### config.mk
export PLATFORM = sky130hd
export DESIGN_NAME = trackfmt_gen
export DESIGN_NICKNAME = d
export VERILOG_FILES = /design/src/rtl/trackfmt_pkg.sv /design/src/rtl/trackfmt_edge.sv /design/src/rtl/trackfmt_crc.sv /design/src/rtl/trackfmt_seq.sv /design/src/rtl/trackfmt_gen.sv
export SDC_FILE = /design/constraint.sdc
export NUM_CORES = 1
export LEC_CHECK = 0
export BUFFER_PORTS_ARGS = -buffer_cell sky130_fd_sc_hd__buf_2
export CORE_ASPECT_RATIO = 0.5
export CORE_MARGIN = 4
export CORE_UTILIZATION = 30
export CTS_BUF_LIST = sky130_fd_sc_hd__clkbuf_8
export DETAILED_ROUTE_END_ITERATION = 16
export GPL_ROUTABILITY_DRIVEN = 0
export PLACE_DENSITY = 0.47
export SLEW_MARGIN = 15
export SYNTH_ARGS = -nofsm -noshare
export SYNTH_HDL_FRONTEND = slang
export SYNTH_SLANG_ARGS = --single-unit
### constraint.sdc
create_clock -name clk -period 7.2 [get_ports clk]
set_clock_uncertainty 0.2 [all_clocks]
set_input_delay 1.08 -clock clk [delete_from_list [all_inputs] [get_ports clk]]
set_output_delay 1.08 -clock clk [all_outputs]
set_load 0.02 [all_outputs]
### src/rtl/trackfmt_pkg.sv
`timescale 1ns/1ps
package trackfmt_pkg;
   typedef enum logic [3:0] {
      ST_IDLE, ST_ARMED, ST_GAP1, ST_SYNC, ST_AM1, ST_AM2,
      ST_ID, ST_DATA, ST_CRC, ST_GAP2, ST_GAP3, ST_GAP4
   } fmt_state_e;

   localparam logic [7:0] BYTE_GAP  = 8'h4E;
   localparam logic [7:0] BYTE_SYNC = 8'h00;
   localparam logic [7:0] BYTE_AM   = 8'hA1;
   localparam logic [7:0] BYTE_IDAM = 8'hFE;
   localparam logic [7:0] BYTE_DAM  = 8'hF8;
   localparam logic [15:0] CRC_POLY = 16'h1021;
   localparam logic [15:0] CRC_SEED = 16'hFFFF;

   // One byte through the CRC, most significant bit first.
   function automatic logic [15:0] crc_step(input logic [15:0] c, input logic [7:0] d);
      logic [15:0] r;
      r = c;
      for (int i = 7; i >= 0; i--) begin
         logic fb;
         fb = r[15] ^ d[i];
         r  = {r[14:0], 1'b0};
         if (fb) r = r ^ CRC_POLY;
      end
      return r;
   endfunction
endpackage

### src/rtl/trackfmt_edge.sv
`timescale 1ns/1ps
module trackfmt_edge #(
   parameter bit INDEX_ACTIVE_HIGH = 1'b1
) (
   input  logic clk,
   input  logic rst_n,
   input  logic index_i,
   output logic lead_o
);
   logic lvl, lvl_q;

   generate
      if (INDEX_ACTIVE_HIGH) begin : g_pos
         assign lvl = index_i;
      end else begin : g_neg
         assign lvl = ~index_i;
      end
   endgenerate

   // Reset to the active level so a pulse already present at reset is not taken as an edge.
   always_ff @(posedge clk) begin
      if (!rst_n) lvl_q <= 1'b1;
      else        lvl_q <= lvl;
   end

   assign lead_o = lvl & ~lvl_q;
endmodule

### src/rtl/trackfmt_crc.sv
`timescale 1ns/1ps
module trackfmt_crc import trackfmt_pkg::*; (
   input  logic        clk,
   input  logic        rst_n,
   input  logic        clr_i,
   input  logic        en_i,
   input  logic [7:0]  din_i,
   output logic [15:0] crc_o
);
   always_ff @(posedge clk) begin
      if (!rst_n)     crc_o <= CRC_SEED;
      else if (clr_i) crc_o <= CRC_SEED;
      else if (en_i)  crc_o <= crc_step(crc_o, din_i);
   end

   assert_clr_en_excl_R7: assert property (@(posedge clk) disable iff (!rst_n)
      !(clr_i && en_i));
endmodule

### src/rtl/trackfmt_seq.sv
`timescale 1ns/1ps
module trackfmt_seq import trackfmt_pkg::*; #(
   parameter int SECT_W     = 8,
   parameter int GAP_W      = 8,
   parameter int CNT_W      = 9,
   parameter int DATA_LEN   = 256,
   parameter int SYNC_FIRST = 13,
   parameter int SYNC_LEN   = 3,
   parameter int GAP1_MIN   = 12
) (
   input  logic              clk,
   input  logic              rst_n,
   input  logic              start_i,
   input  logic              lead_i,
   input  logic              fire_i,
   input  logic [SECT_W-1:0] nsect_i,
   input  logic [GAP_W-1:0]  gap1_i,
   input  logic [GAP_W-1:0]  gap2_i,
   input  logic [GAP_W-1:0]  gap3_i,
   output fmt_state_e        state_o,
   output logic [CNT_W-1:0]  cnt_o,
   output logic [SECT_W-1:0] sec_o,
   output logic              data_phase_o,
   output logic              crc_clr_o,
   output logic              crc_en_o
);
   localparam int ID_LEN = 4;

   fmt_state_e        st, nxt;
   logic [CNT_W-1:0]  cnt, limit;
   logic [SECT_W-1:0] sec, nsect_q;
   logic [GAP_W-1:0]  g1_q, g2_q, g3_q;
   logic              dph, first, last_byte, last_sect;

   always_comb begin
      case (st)
         ST_GAP1: limit = CNT_W'(g1_q);
         ST_SYNC: limit = first ? CNT_W'(SYNC_FIRST) : CNT_W'(SYNC_LEN);
         ST_ID:   limit = CNT_W'(ID_LEN);
         ST_DATA: limit = CNT_W'(DATA_LEN);
         ST_CRC:  limit = CNT_W'(2);
         ST_GAP2: limit = CNT_W'(g2_q);
         ST_GAP3: limit = CNT_W'(g3_q);
         default: limit = CNT_W'(1);
      endcase
   end

   assign last_byte = (cnt == limit - 1'b1);
   assign last_sect = (sec == nsect_q - 1'b1);

   always_comb begin
      case (st)
         ST_GAP1: nxt = (nsect_q == '0) ? ST_GAP4 : ST_SYNC;
         ST_SYNC: nxt = ST_AM1;
         ST_AM1:  nxt = ST_AM2;
         ST_AM2:  nxt = dph ? ST_DATA : ST_ID;
         ST_ID:   nxt = ST_CRC;
         ST_DATA: nxt = ST_CRC;
         ST_CRC:  nxt = !dph ? ST_GAP2 : (last_sect ? ST_GAP4 : ST_GAP3);
         ST_GAP2: nxt = ST_SYNC;
         ST_GAP3: nxt = ST_SYNC;
         default: nxt = st;
      endcase
   end

   always_ff @(posedge clk) begin
      if (!rst_n) begin
         st      <= ST_IDLE;
         cnt     <= '0;
         sec     <= '0;
         dph     <= 1'b0;
         first   <= 1'b0;
         nsect_q <= '0;
         g1_q    <= '0;
         g2_q    <= '0;
         g3_q    <= '0;
      end else begin
         case (st)
            ST_IDLE: if (start_i) begin
               st      <= ST_ARMED;
               nsect_q <= nsect_i;
               g1_q    <= (gap1_i < GAP_W'(GAP1_MIN)) ? GAP_W'(GAP1_MIN) : gap1_i;
               g2_q    <= (gap2_i == '0) ? GAP_W'(1) : gap2_i;
               g3_q    <= (gap3_i == '0) ? GAP_W'(1) : gap3_i;
            end
            ST_ARMED: if (lead_i) begin
               st    <= ST_GAP1;
               cnt   <= '0;
               sec   <= '0;
               dph   <= 1'b0;
               first <= 1'b1;
            end
            ST_GAP4: if (lead_i) st <= ST_IDLE;
            default: if (fire_i) begin
               if (last_byte) begin
                  cnt <= '0;
                  st  <= nxt;
                  if (st == ST_SYNC) first <= 1'b0;
                  if (st == ST_GAP2) dph <= 1'b1;
                  if (st == ST_GAP3) begin
                     dph <= 1'b0;
                     sec <= sec + 1'b1;
                  end
               end else begin
                  cnt <= cnt + 1'b1;
               end
            end
         endcase
      end
   end

   assign state_o      = st;
   assign cnt_o        = cnt;
   assign sec_o        = sec;
   assign data_phase_o = dph;
   assign crc_clr_o    = fire_i && (st == ST_SYNC);
   assign crc_en_o     = fire_i && (st inside {ST_AM1, ST_AM2, ST_ID, ST_DATA});

   assert_gap1_min_R3: assert property (@(posedge clk) disable iff (!rst_n)
      (st == ST_GAP1 && fire_i && last_byte) |-> (cnt >= CNT_W'(GAP1_MIN - 1)));
   assert_sector_bound_R9: assert property (@(posedge clk) disable iff (!rst_n)
      (st inside {ST_SYNC, ST_AM1, ST_AM2, ST_ID, ST_DATA, ST_CRC, ST_GAP2, ST_GAP3})
      |-> (sec < nsect_q));
   assert_am_pair_R5: assert property (@(posedge clk) disable iff (!rst_n)
      (st == ST_AM1 && fire_i) |=> (st == ST_AM2));
endmodule

### src/rtl/trackfmt_gen.sv
`timescale 1ns/1ps
module trackfmt_gen import trackfmt_pkg::*; #(
   parameter int          CYL_W             = 10,
   parameter int          HEAD_W            = 4,
   parameter int          SECT_W            = 8,
   parameter int          GAP_W             = 8,
   parameter int          DATA_LEN          = 256,
   parameter int          SYNC_FIRST        = 13,
   parameter int          SYNC_LEN          = 3,
   parameter int          GAP1_MIN          = 12,
   parameter int          FIRST_SECT        = 1,
   parameter logic [7:0]  DATA_FILL         = 8'hE5,
   parameter bit          INDEX_ACTIVE_HIGH = 1'b1
) (
   input  logic              clk,
   input  logic              rst_n,
   input  logic              start_i,
   input  logic              index_i,
   input  logic [CYL_W-1:0]  cyl_i,
   input  logic [HEAD_W-1:0] head_i,
   input  logic [SECT_W-1:0] nsect_i,
   input  logic [GAP_W-1:0]  gap1_len_i,
   input  logic [GAP_W-1:0]  gap2_len_i,
   input  logic [GAP_W-1:0]  gap3_len_i,
   output logic [7:0]        byte_o,
   output logic              mark_o,
   output logic              valid_o,
   input  logic              ready_i
);
   localparam int LIM_A   = (DATA_LEN > SYNC_FIRST) ? DATA_LEN : SYNC_FIRST;
   localparam int GAP_MAX = (2 ** GAP_W) - 1;
   localparam int LIM_MAX = (LIM_A > GAP_MAX) ? LIM_A : GAP_MAX;
   localparam int CNT_W   = $clog2(LIM_MAX + 1);

   generate
      if (CYL_W < 1 || CYL_W > 16) begin : g_bad_cyl
         $error("CYL_W must be 1..16");
      end
      if (HEAD_W < 1 || HEAD_W > 8) begin : g_bad_head
         $error("HEAD_W must be 1..8");
      end
      if (SECT_W < 1 || SECT_W > 8) begin : g_bad_sect
         $error("SECT_W must be 1..8");
      end
      if (GAP1_MIN < 1 || GAP1_MIN > GAP_MAX) begin : g_bad_gap1
         $error("GAP1_MIN must fit the gap length field");
      end
      if (DATA_LEN < 1 || SYNC_FIRST < 1 || SYNC_LEN < 1) begin : g_bad_len
         $error("field lengths must be at least one byte");
      end
   endgenerate

   fmt_state_e        st;
   logic [CNT_W-1:0]  cnt;
   logic [SECT_W-1:0] sec;
   logic              dph, lead, fire, crc_clr, crc_en;
   logic [15:0]       crc_q, cyl16;
   logic [CYL_W-1:0]  cyl_q;
   logic [HEAD_W-1:0] head_q;
   logic [7:0]        sect_byte, head8, byte_c;

   trackfmt_edge #(.INDEX_ACTIVE_HIGH(INDEX_ACTIVE_HIGH)) u_edge (
      .clk(clk), .rst_n(rst_n), .index_i(index_i), .lead_o(lead));

   trackfmt_seq #(
      .SECT_W(SECT_W), .GAP_W(GAP_W), .CNT_W(CNT_W), .DATA_LEN(DATA_LEN),
      .SYNC_FIRST(SYNC_FIRST), .SYNC_LEN(SYNC_LEN), .GAP1_MIN(GAP1_MIN)
   ) u_seq (
      .clk(clk), .rst_n(rst_n), .start_i(start_i), .lead_i(lead), .fire_i(fire),
      .nsect_i(nsect_i), .gap1_i(gap1_len_i), .gap2_i(gap2_len_i), .gap3_i(gap3_len_i),
      .state_o(st), .cnt_o(cnt), .sec_o(sec), .data_phase_o(dph),
      .crc_clr_o(crc_clr), .crc_en_o(crc_en));

   trackfmt_crc u_crc (
      .clk(clk), .rst_n(rst_n), .clr_i(crc_clr), .en_i(crc_en),
      .din_i(byte_c), .crc_o(crc_q));

   always_ff @(posedge clk) begin
      if (!rst_n) begin
         cyl_q  <= '0;
         head_q <= '0;
      end else if (st == ST_IDLE && start_i) begin
         cyl_q  <= cyl_i;
         head_q <= head_i;
      end
   end

   assign cyl16     = 16'(cyl_q);
   assign head8     = 8'(head_q);
   assign sect_byte = 8'(sec) + 8'(FIRST_SECT);

   always_comb begin
      byte_c = BYTE_GAP;
      case (st)
         ST_SYNC: byte_c = BYTE_SYNC;
         ST_AM1:  byte_c = BYTE_AM;
         ST_AM2:  byte_c = dph ? BYTE_DAM : BYTE_IDAM;
         ST_ID: begin
            if      (cnt == CNT_W'(0)) byte_c = cyl16[15:8];
            else if (cnt == CNT_W'(1)) byte_c = cyl16[7:0];
            else if (cnt == CNT_W'(2)) byte_c = head8;
            else                       byte_c = sect_byte;
         end
         ST_DATA: byte_c = DATA_FILL;
         ST_CRC:  byte_c = (cnt == CNT_W'(0)) ? crc_q[15:8] : crc_q[7:0];
         default: byte_c = BYTE_GAP;
      endcase
   end

   assign byte_o  = byte_c;
   assign valid_o = !(st inside {ST_IDLE, ST_ARMED});
   assign mark_o  = (st == ST_AM1);
   assign fire    = valid_o && ready_i;

   assert_mark_a1_R10: assert property (@(posedge clk) disable iff (!rst_n)
      mark_o |-> (valid_o && byte_o == BYTE_AM));
   assert_stall_hold_R11: assert property (@(posedge clk) disable iff (!rst_n)
      (valid_o && !ready_i && st != ST_GAP4) |=> (valid_o && $stable(byte_o) && $stable(mark_o)));
   assert_crc_low_R7: assert property (@(posedge clk) disable iff (!rst_n)
      (st == ST_CRC && fire && cnt == CNT_W'(0)) |=> (byte_o == $past(crc_q[7:0])));
endmodule

==> flow_summary.json, run 1 <==
{
  "synth_ff_type": "dfxtp_1",
  "die_w_um": 198,
  "die_h_um": 103,
  "finalSetupViolCount": 0,
  "grt.busiest_layer": "met1",
  "grt_overflow": 0,
  "cts_tree": "yes",
  "core_area_um2": 17500,
  "arrival_ps": 4730,
  "rsz0062_at_grt": "no",
  "seq_area_um2": 1720,
  "tns_ps": 0,
  "fin_cells": 961,
  "start_kind": "register",
  "antenna_cells": 0,
  "finalCriticalPeriod_ps": 4680,
  "synth.top_cell.area_share_pct": 31.8,
  "max_stage_delay_ps": 950,
  "grtUsageMet3_pct": 3.49,
  "critPathKind": "register to register",
  "h-tree-depth": 3,
  "cap_violations": 0,
  "drt_wl_total_mm": 17.2,
  "slew_headroom_pct": 37.2,
  "crit_path_top_delay_cell": "dfxtp_1",
  "tightest_slew_ps": 941,
  "synth_cell_types": 76,
  "synth_top_area_cell": "dfxtp_1",
  "clock_latency_ps": 360,
  "hold_viol_final": 0,
  "antenna_found_initial": 0,
  "hpwl_mm": 13.0,
  "power_density_nw_per_um2": 284,
  "grt_usage_pct": 16.8,
  "status": "finished clean",
  "syn_avg_cell_area_um2": 7.81,
  "synthesis.nets": 753,
  "met1_usage_pct": 26.2,
  "placement.io_buffers": 60,
  "rrSetupSlack_ps": 2520,
  "power_mw": 1.72,
  "multi_input_area_um2": 3450,
  "vias_per_cell": 5.38,
  "start_util_pct": 30.9,
  "synthArstFlopShare_pct": 0,
  "cp_top_family": "simple AND/OR/NAND/NOR gates",
  "detail-route-antenna-nets": 0,
  "holdWs_ps": 262,
  "fp-row-count": 34,
  "dieArea_um2": 20400,
  "final_nets": 783,
  "ys_warn_count": 0,
  "fillCellCount": 1900,
  "syn-instance-count": 694,
  "critPathCaptureType": "register",
  "worstPathRequired_ps": 7250,
  "clk_pin_slew_ps": 80,
  "grt_pass1_vias": 4713,
  "drv_slew": 0,
  "vias": 5166,
  "drt_iter0_markers": 354,
  "synth_edf_count": 0,
  "critPathBufInv": 0,
  "firstDrtPassIters": 5,
  "wire_per_inst_um": 17.9,
  "cts_buffers": 9,
  "synthTopCellsByCount": "nand2_1 (139), dfxtp_1 (86), a21oi_1 (71)",
  "ir_drop_v": 0.000103,
  "grt_max_degree": 51,
  "syn_to_final_growth_pct": 11.9,
  "timing.fmax_ghz": 0.214,
  "final_util_pct": 34.6,
  "cp_max_fo": 30,
  "drc": 0,
  "post_cts_buffers": 0,
  "synth_area_um2": 5420,
  "root_buffer": "clkbuf_8",
  "grt_pass1_wl_mm": 26.9,
  "ys_seq_area_share_pct": 31.8,
  "min_path_type": "register to register",
  "grt_use_met2_pct": 23.1,
  "drive_above_1_share_pct": 14.3,
  "place_inst": 947,
  "ioPinCount": 61,
  "synth_area_leaders": "dfxtp_1 (32%), nand2_1 (9.6%), a21oi_1 (6.6%), xnor2_1 (5.0%), mux2i_1 (3.3%)",
  "cts_buffer_depth": 2,
  "power.leakage_nw": 2.35,
  "period_share_pct": 64.9,
  "cts.sinks": 86,
  "post_cts_resized": 0,
  "yosysMostFrequentCell": "nand2_1",
  "synth-seq-cells": 86,
  "cts_hold_buf": 0,
  "crit_chain": "nor2b_1, a22oi_1, nor2_1, ha_1, nor3b_1, o211ai_1, a2bb2oi_1, a2111o_1, nor3_4, a311oi_2, a21bo_2"
}
[worst paths after layout]
| kind | from | end | depth (start not counted) |
|---|---|---|---|
| worst max-delay path | u_seq.state_o[1] | u_seq.sec_o[6] | 11 |
| worst min-delay path | head_q[0] | head_q[0] | 2 |
| worst max register to register | u_seq.state_o[1] | u_seq.sec_o[6] | 11 |
| worst min register to register | head_q[0] | head_q[0] | 2 |
[power by group]
group	leakage (nW)	internal [mW]	switching (mW)
clock network	0.104	0.201	0.181
logic	1.55	0.264	0.478
registers	0.701	0.534	0.0624
[per-layer routing]
metal  wire length, um  vias up
met5                 0        -
met4               276        0
met3               984       24
met2              6750      162
met1              9210     2433
li1                  -     2547
[worst reg2reg max path, stage by stage (launching register included)]
cell and delay, ps:
dfxtp_1 950, nor2b_1 560, a22oi_1 260, nor2_1 250, ha_1 270, nor3b_1 290, o211ai_1 140, a2bb2oi_1 160
a2111o_1 360, nor3_4 560, a311oi_2 300, a21bo_2 280
[final cells by class]
type                    count  share of cell area (%)
flip-flops and latches     86                    28.4
clock buffers              10                    2.27
multi-input cells         550                    56.9
well taps                 234                    4.83
repair buffers             66                    5.70
inverters                  11                   0.681
clock inverters             4                    1.20
[cell families (layout without fill, tap and decap cells)]
logic type               after synthesis  count (layout)  share of synthesized area (%)
AO/OA/AOI/OAI                        185             185                           22.6
flip-flops                            86              86                           31.8
multiplexers                          23              23                           4.36
adder cells (fa/ha/maj)                8               8                           1.85
AND/OR/NAND/NOR                      287             287                           27.1
XOR/XNOR                              47              47                           7.85
buffers and inverters                 58              91                           4.55
[flip-flops by register name (all words and copies together) (netlist names)]
signal,cells
u_seq.g3_q,8
u_crc.crc_o,16
u_edge.lvl_q,1
u_seq.g1_q,8
u_seq.sec_o,8
cyl_q,10
u_seq.g2_q,8
u_seq.cnt_o,9
u_seq.nsect_q,8
u_seq.first,1
u_seq.state_o,4
head_q,4
u_seq.data_phase_o,1
[layout by cell type (no fill, tap or decap), drive strengths merged, types with 5 or more instances in the layout]
cell type  instances
a21oi             71
a22oi              7
a31oi             13
and2               5
and3              14
buf               66
clkbuf            10
dfxtp             86
ha                 8
inv                9
mux2               5
mux2i             18
nand2            139
nand2b             7
nand3             16
nand3b            11
nand4              9
nor2              29
nor2b              6
nor3              20
nor3b              5
nor4               8
o211ai             8
o21a               6
o21ai             25
o22ai              6
xnor2             31
xor2              15
[stage by stage]
stage          worst slack, ps  instance area (um^2)
6_report                  2520                  6060
3_5_place_dp              2580                  5850
3_3_place_gp              2740                  5850
2_1_floorplan             3870                  5420
5_1_grt                   2100                  6060
4_1_cts                   2560                  6060
Note: power is estimated with default switching activity, not from simulation.
==> run 2: changes to the inputs <==
Clock period 7.2 ns to 4.5 ns, I/O delays scaled along.
==> run 2 against run 1 <==
- fmax is 24% higher
- sequential share of layout area is 0.43 points lower
- core utilization grew 0.53 points
- count of clock-buffer cells in the layout fell by 1
- largest cell class unchanged
- wire length rose by 0.36%
- sequential power rose by 61%
- final area rose by 1.5%
- sequential cell count did not move
- highest routed layer unchanged
- critical path depth shrank 1
- die area is the same
==> flow_summary.json, run 2 (synthesized netlist as in run 1, its figures left out) <==
{
  "power.leakage_nw": 2.41,
  "met2_length_mm": 6.75,
  "cp_top_family": "compound AO/OA/AOI/OAI gates",
  "finalCriticalPeriod_ps": 3780,
  "cap_violations": 0,
  "grt_pass1_vias": 4660,
  "max_stage_delay_ps": 660,
  "antenna_found_initial": 0,
  "placement.io_buffers": 60,
  "timing.fmax_ghz": 0.265,
  "die_h_um": 103,
  "cts_tree": "yes",
  "cts_buffers": 9,
  "worstPathRequired_ps": 4580,
  "clock_latency_ps": 370,
  "r2r_cells": 10,
  "critPathCaptureType": "register",
  "swShare_pct": 41.2,
  "grt_max_degree": 48,
  "min_from": "head_q[0]",
  "root_buffer": "clkbuf_8",
  "final_util_pct": 35.1,
  "clk_pin_slew_ps": 100,
  "cts_buffer_depth": 2,
  "syn_to_final_growth_pct": 13.6,
  "p_sw_mw": 1.19,
  "dieArea_um2": 20400,
  "fillCellCount": 1910,
  "wire_per_inst_um": 17.8,
  "final_common_cell": "nand2_1",
  "start_util_pct": 30.9,
  "power_density_nw_per_um2": 467,
  "layout_common_cells": "nand2_1 (139), dfxtp_1 (86), a21oi_1 (71)",
  "p_clk_share_pct": 23.3,
  "rsz0062_at_grt": "no",
  "min_path_type": "register to register",
  "cts.sinks": 86,
  "ioPinCount": 61,
  "critPathKind": "register to register",
  "critPathBufInv": 1,
  "drt_iter0_markers": 407,
  "tightest_slew_ps": 871,
  "crit_chain": "buf_4, nand2b_1, o32ai_4, nor2_1, nor3b_1, a2111oi_0, a2111o_1, nor3_4, a311oi_2, a21bo_2",
  "top_register": "u_crc.crc_o",
  "hold_viol_final": 0,
  "cp.depth": 10,
  "ir_drop_v": 0.000196,
  "pwr-share-comb_pct": 43.3,
  "die_w_um": 198,
  "vias_per_cell": 5.38,
  "core_area_um2": 17500,
  "reg2reg_from": "u_seq.state_o[1]",
  "pwr-share-seq_pct": 33.4,
  "final_nets": 792,
  "startpoint": "u_seq.state_o[1]",
  "power_mw": 2.88,
  "holdWs_ps": 265,
  "tns_ps": 0,
  "drt_wl_total_mm": 17.3,
  "antenna_cells": 0,
  "crit_path_top_delay_cell": "dfxtp_1",
  "start_kind": "register",
  "hold_depth": 2,
  "period_share_pct": 83.9,
  "detail-route-antenna-nets": 0,
  "h-tree-depth": 3,
  "arrival_ps": 3850,
  "cts_hold_buf": 0,
  "rrSetupSlack_ps": 720,
  "slew_headroom_pct": 41.9,
  "vias": 5220,
  "grt_pass1_wl_mm": 27.1,
  "grt_overflow": 0,
  "drv_slew": 0,
  "wirelength_met1_mm": 9.20,
  "post_cts_buffers": 0,
  "largest_reg_flops": 16,
  "fp-row-count": 34,
  "finalSetupViolCount": 0,
  "status": "finished clean",
  "p_int_mw": 1.69,
  "dr_wl_met3_mm": 1.17,
  "top_layer_used": "met4",
  "hpwl_mm": 13.2,
  "drc": 0,
  "grt_usage_pct": 17.1,
  "cp_max_fo": 18,
  "post_cts_resized": 0,
  "drive_above_1_share_pct": 15.5,
  "firstDrtPassIters": 4
}
## run 2: cell types whose count changed in the layout (fill, tap and decap cells not counted)
cell,previous run,this run
clkinv_4,0,1
clkbuf_8,10,9
bufinv_16,2,3
buf_4,6,15
## run 2: stage by stage
stage / instances / setup slack [ps] / area, um^2
2_1_floorplan: 694 / 1320 / 5420
3_3_place_gp: 956 / 878 / 5920
3_5_place_dp: 956 / 795 / 5920
4_1_cts: 971 / 777 / 6160
5_1_grt: 971 / 470 / 6160
6_report: 971 / 723 / 6160
## run 2: worst reg2reg max path, stage by stage (launching register included)
cell and delay [ps]:
dfxtp_1 660, buf_4 290, nand2b_1 300, o32ai_4 460, nor2_1 150, nor3b_1 230, a2111oi_0 100, a2111o_1 500
nor3_4 280, a311oi_2 230, a21bo_2 280
## run 2: cell type report
cell class | instances | area, um^2 | area share (%)
multi-input cells | 550 | 3450 | 56.1
flip-flops and latches | 86 | 1720 | 28.0
repair buffers | 75 | 413 | 6.71
well taps | 234 | 293 | 4.76
clock buffers | 9 | 124 | 2.01
clock inverters | 6 | 111 | 1.81
inverters | 11 | 41.3 | 0.671
## run 2: final timing paths
path | to
setup / recovery | u_seq.sec_o[0]
hold / removal | head_q[0]
setup reg to reg | u_seq.sec_o[0]
hold reg to reg | head_q[0]
## run 2: routing by layer
metal	up-vias	GRT usage (%)
li1	2572	-
met1	2464	26.9
met2	168	23.4
met3	16	3.82
met4	0	3.49
met5	-	0
## run 2: power groups by stage
stage                     combinational [mW]  sequential, mW  clock [mW]
after floorplan                        0.956           0.919           0
after global placement                  1.23           0.974           0
after detailed placement                1.24           0.976           0
after CTS                               1.24           0.958       0.692
after global routing                    1.37           0.975       0.729
final                                   1.25           0.960       0.671
==> run 3: changes to the inputs <==
Settings changed: ABC_AREA set to 1.
Clock period 4.5 ns to 4 ns, I/O delays scaled along.
==> run 3 against run 2 <==
- critical endpoint is now u_seq.sec_o[4]
- sequential share of layout area about the same
- largest power group unchanged
- power increased by 30%
- synthesized cell count increased by 19%
- worst hold slack got worse by 58 ps
- highest routed layer unchanged
- count of clock-buffer cells in the layout increased by 1
==> flow_summary.json, run 3 <==
{
  "placement.io_buffers": 60,
  "wire_per_inst_um": 14.4,
  "finalSetupViolCount": 0,
  "clk_pin_slew_ps": 90,
  "drive_above_1_share_pct": 16.7,
  "final_common_cell": "nand2_1",
  "drv_slew": 0,
  "crit_chain": "inv_1, nor2_1, nand3_1, nand3_1, nor2_1, ha_1, xor2_1, o21ai_0, nand2_1, inv_1, nor2_1, nand2_1, nor2_2, nand4_2, nand2_4, nand3_4, clkinv_2, nor2_1, nor2_2",
  "tns_ps": 0,
  "cp_max_fo": 11,
  "grt_overflow": 0,
  "drt_wl_total_mm": 16.1,
  "min_path_type": "input port to register",
  "fin_cells": 1115,
  "vias_per_cell": 4.76,
  "cts_hold_buf": 0,
  "ir_drop_v": 0.000162,
  "syn_to_final_growth_pct": 12.8,
  "synthTopCellsByCount": "nand2_1 (169), nor2_1 (100), dfxtp_1 (86)",
  "yosysMostFrequentCell": "nand2_1",
  "synth_area_leaders": "dfxtp_1 (32%), nand2_1 (12%), nor2_1 (6.9%), o21ai_0 (6.9%), inv_1 (5.9%)",
  "power.leakage_nw": 2.81,
  "arrival_ps": 3500,
  "core_area_um2": 17600,
  "cts_buffer_depth": 2,
  "cts.sinks": 86,
  "start_kind": "register",
  "timing.fmax_ghz": 0.296,
  "cts_tree": "yes",
  "post_cts_resized": 0,
  "final_util_pct": 35.0,
  "power_density_nw_per_um2": 609,
  "grt_max_degree": 64,
  "hpwl_mm": 12.4,
  "dpl_cell_area_um2": 5960,
  "start_util_pct": 31.0,
  "die_w_um": 199,
  "synth-seq-cells": 86,
  "finalCriticalPeriod_ps": 3380,
  "vias": 5304,
  "rsz0062_at_grt": "no",
  "place_inst": 1100,
  "top_register": "u_crc.crc_o",
  "grt_pass1_wl_mm": 26.1,
  "syn-instance-count": 826,
  "synthesis.nets": 885,
  "crit_path_top_delay_cell": "dfxtp_1",
  "synth_edf_count": 0,
  "fp-row-count": 34,
  "cts_buffers": 9,
  "layout_common_cells": "nand2_1 (169), nor2_1 (99), inv_1 (86), dfxtp_1 (86), o21ai_0 (75)",
  "ioPinCount": 61,
  "synth_ff_type": "dfxtp_1",
  "die_h_um": 103,
  "clock_latency_ps": 390,
  "synthArstFlopShare_pct": 0,
  "grt_usage_pct": 16.1,
  "ys_seq_area_share_pct": 31.6,
  "synth_top_area_cell": "dfxtp_1",
  "worstPathRequired_ps": 4120,
  "antenna_found_initial": 0,
  "period_share_pct": 84.5,
  "synth_area_um2": 5450,
  "power_mw": 3.74,
  "firstDrtPassIters": 5,
  "syn_avg_cell_area_um2": 6.60,
  "critPathKind": "register to register",
  "synth_cell_types": 45,
  "max_stage_delay_ps": 490,
  "hold_viol_final": 0,
  "synth.top_cell.area_share_pct": 31.6,
  "critPathCaptureType": "register",
  "ys_warn_count": 0,
  "tightest_slew_ps": 994,
  "detail-route-antenna-nets": 0,
  "final_nets": 936,
  "post_cts_buffers": 0,
  "cap_violations": 0,
  "h-tree-depth": 3,
  "final_area_um2": 6150,
  "cpMostUsedCell": "nor2_1",
  "grt_pass1_vias": 5011,
  "dieArea_um2": 20500,
  "status": "finished clean",
  "drc": 0,
  "drt_iter0_markers": 216,
  "largest_reg_flops": 16,
  "root_buffer": "clkbuf_8",
  "slew_headroom_pct": 33.7,
  "antenna_cells": 0
}
==> run 3: cell count changes in the layout (fill, tap and decap cells not counted), sizes merged, moves of 8 or more <==
cell / previous run / this run
nand4: 9 / 22
xnor2: 31 / 11
and3: 14 / 0
nor3: 20 / 12
mux2i: 18 / 0
nand3b: 11 / 3
nand2: 139 / 183
inv: 9 / 96
nand3: 16 / 66
o21ai: 25 / 81
nor2: 29 / 126
a21oi: 71 / 57
buf: 75 / 66
==> run 3: per-stage QoR <==
step | hold WS [ps] | worst slack, ps
floorplan | 225 | 1270
global placement | 245 | 650
detailed placement | 251 | 630
CTS | 185 | 599
global route | 215 | 246
finish | 207 | 618
==> run 3: cell families after synthesis <==
kind of cell / synth area share, %
AOI/OAI and AO/OA: 15.0
xor gates and xnor gates: 4.82
adders and majority gates: 1.84
buffers and inverters: 9.23
DFF: 31.6
and+or+nand+nor: 37.5
==> run 3: power breakdown <==
| part | leakage (nW) | internal, mW | total (mW) | switching, mW |
|---|---|---|---|---|
| Clock | 0.0993 | 0.298 | 0.628 | 0.330 |
| Sequential | 0.705 | 1.04 | 1.17 | 0.136 |
| Combinational | 2.01 | 0.605 | 1.94 | 1.34 |
==> run 3: cell type report <==
type                       count  area, um^2
clock buffer                  10         138
clock inverter                 5        51.3
fill                        1977       11400
inverter                      98         372
multi-input combinational    616        3230
sequential                    86        1720
tap                          234         293
timing repair buffer          66         345
==> run 3: routing by layer <==
metal  part of all wire (%)  global-route usage, %  vias to the layer above
li1                       -                      -                     2802
met1                     53                   23.4                     2398
met2                     42                   24.9                       93
met3                    3.5                   3.20                       11
met4                   0.81                   3.41                        0
met5                      0                      0                        -
==> run 3: worst paths after layout <==
check / startpoint / end / slack (ps) / cells after the start
worst max-delay path: u_seq.state_o[0] / u_seq.sec_o[4] / 620 / 19
worst min-delay path: index_i / u_edge.lvl_q / 210 / 3
worst max register to register: u_seq.state_o[0] / u_seq.sec_o[4] / 620 / 19
worst min register to register: head_q[2] / head_q[2] / 260 / 2
==> run 3: critical path, delay by kind of cell, from the launching register on <==
| kind | cells | cell delay, ps |
|---|---|---|
| buffers and inverters | 3 | 250 |
| adders and majority gates | 1 | 250 |
| AOI/OAI and AO/OA | 1 | 130 |
| DFF | 1 | 490 |
| xor gates and xnor gates | 1 | 210 |
| and+or+nand+nor | 13 | 1800 |
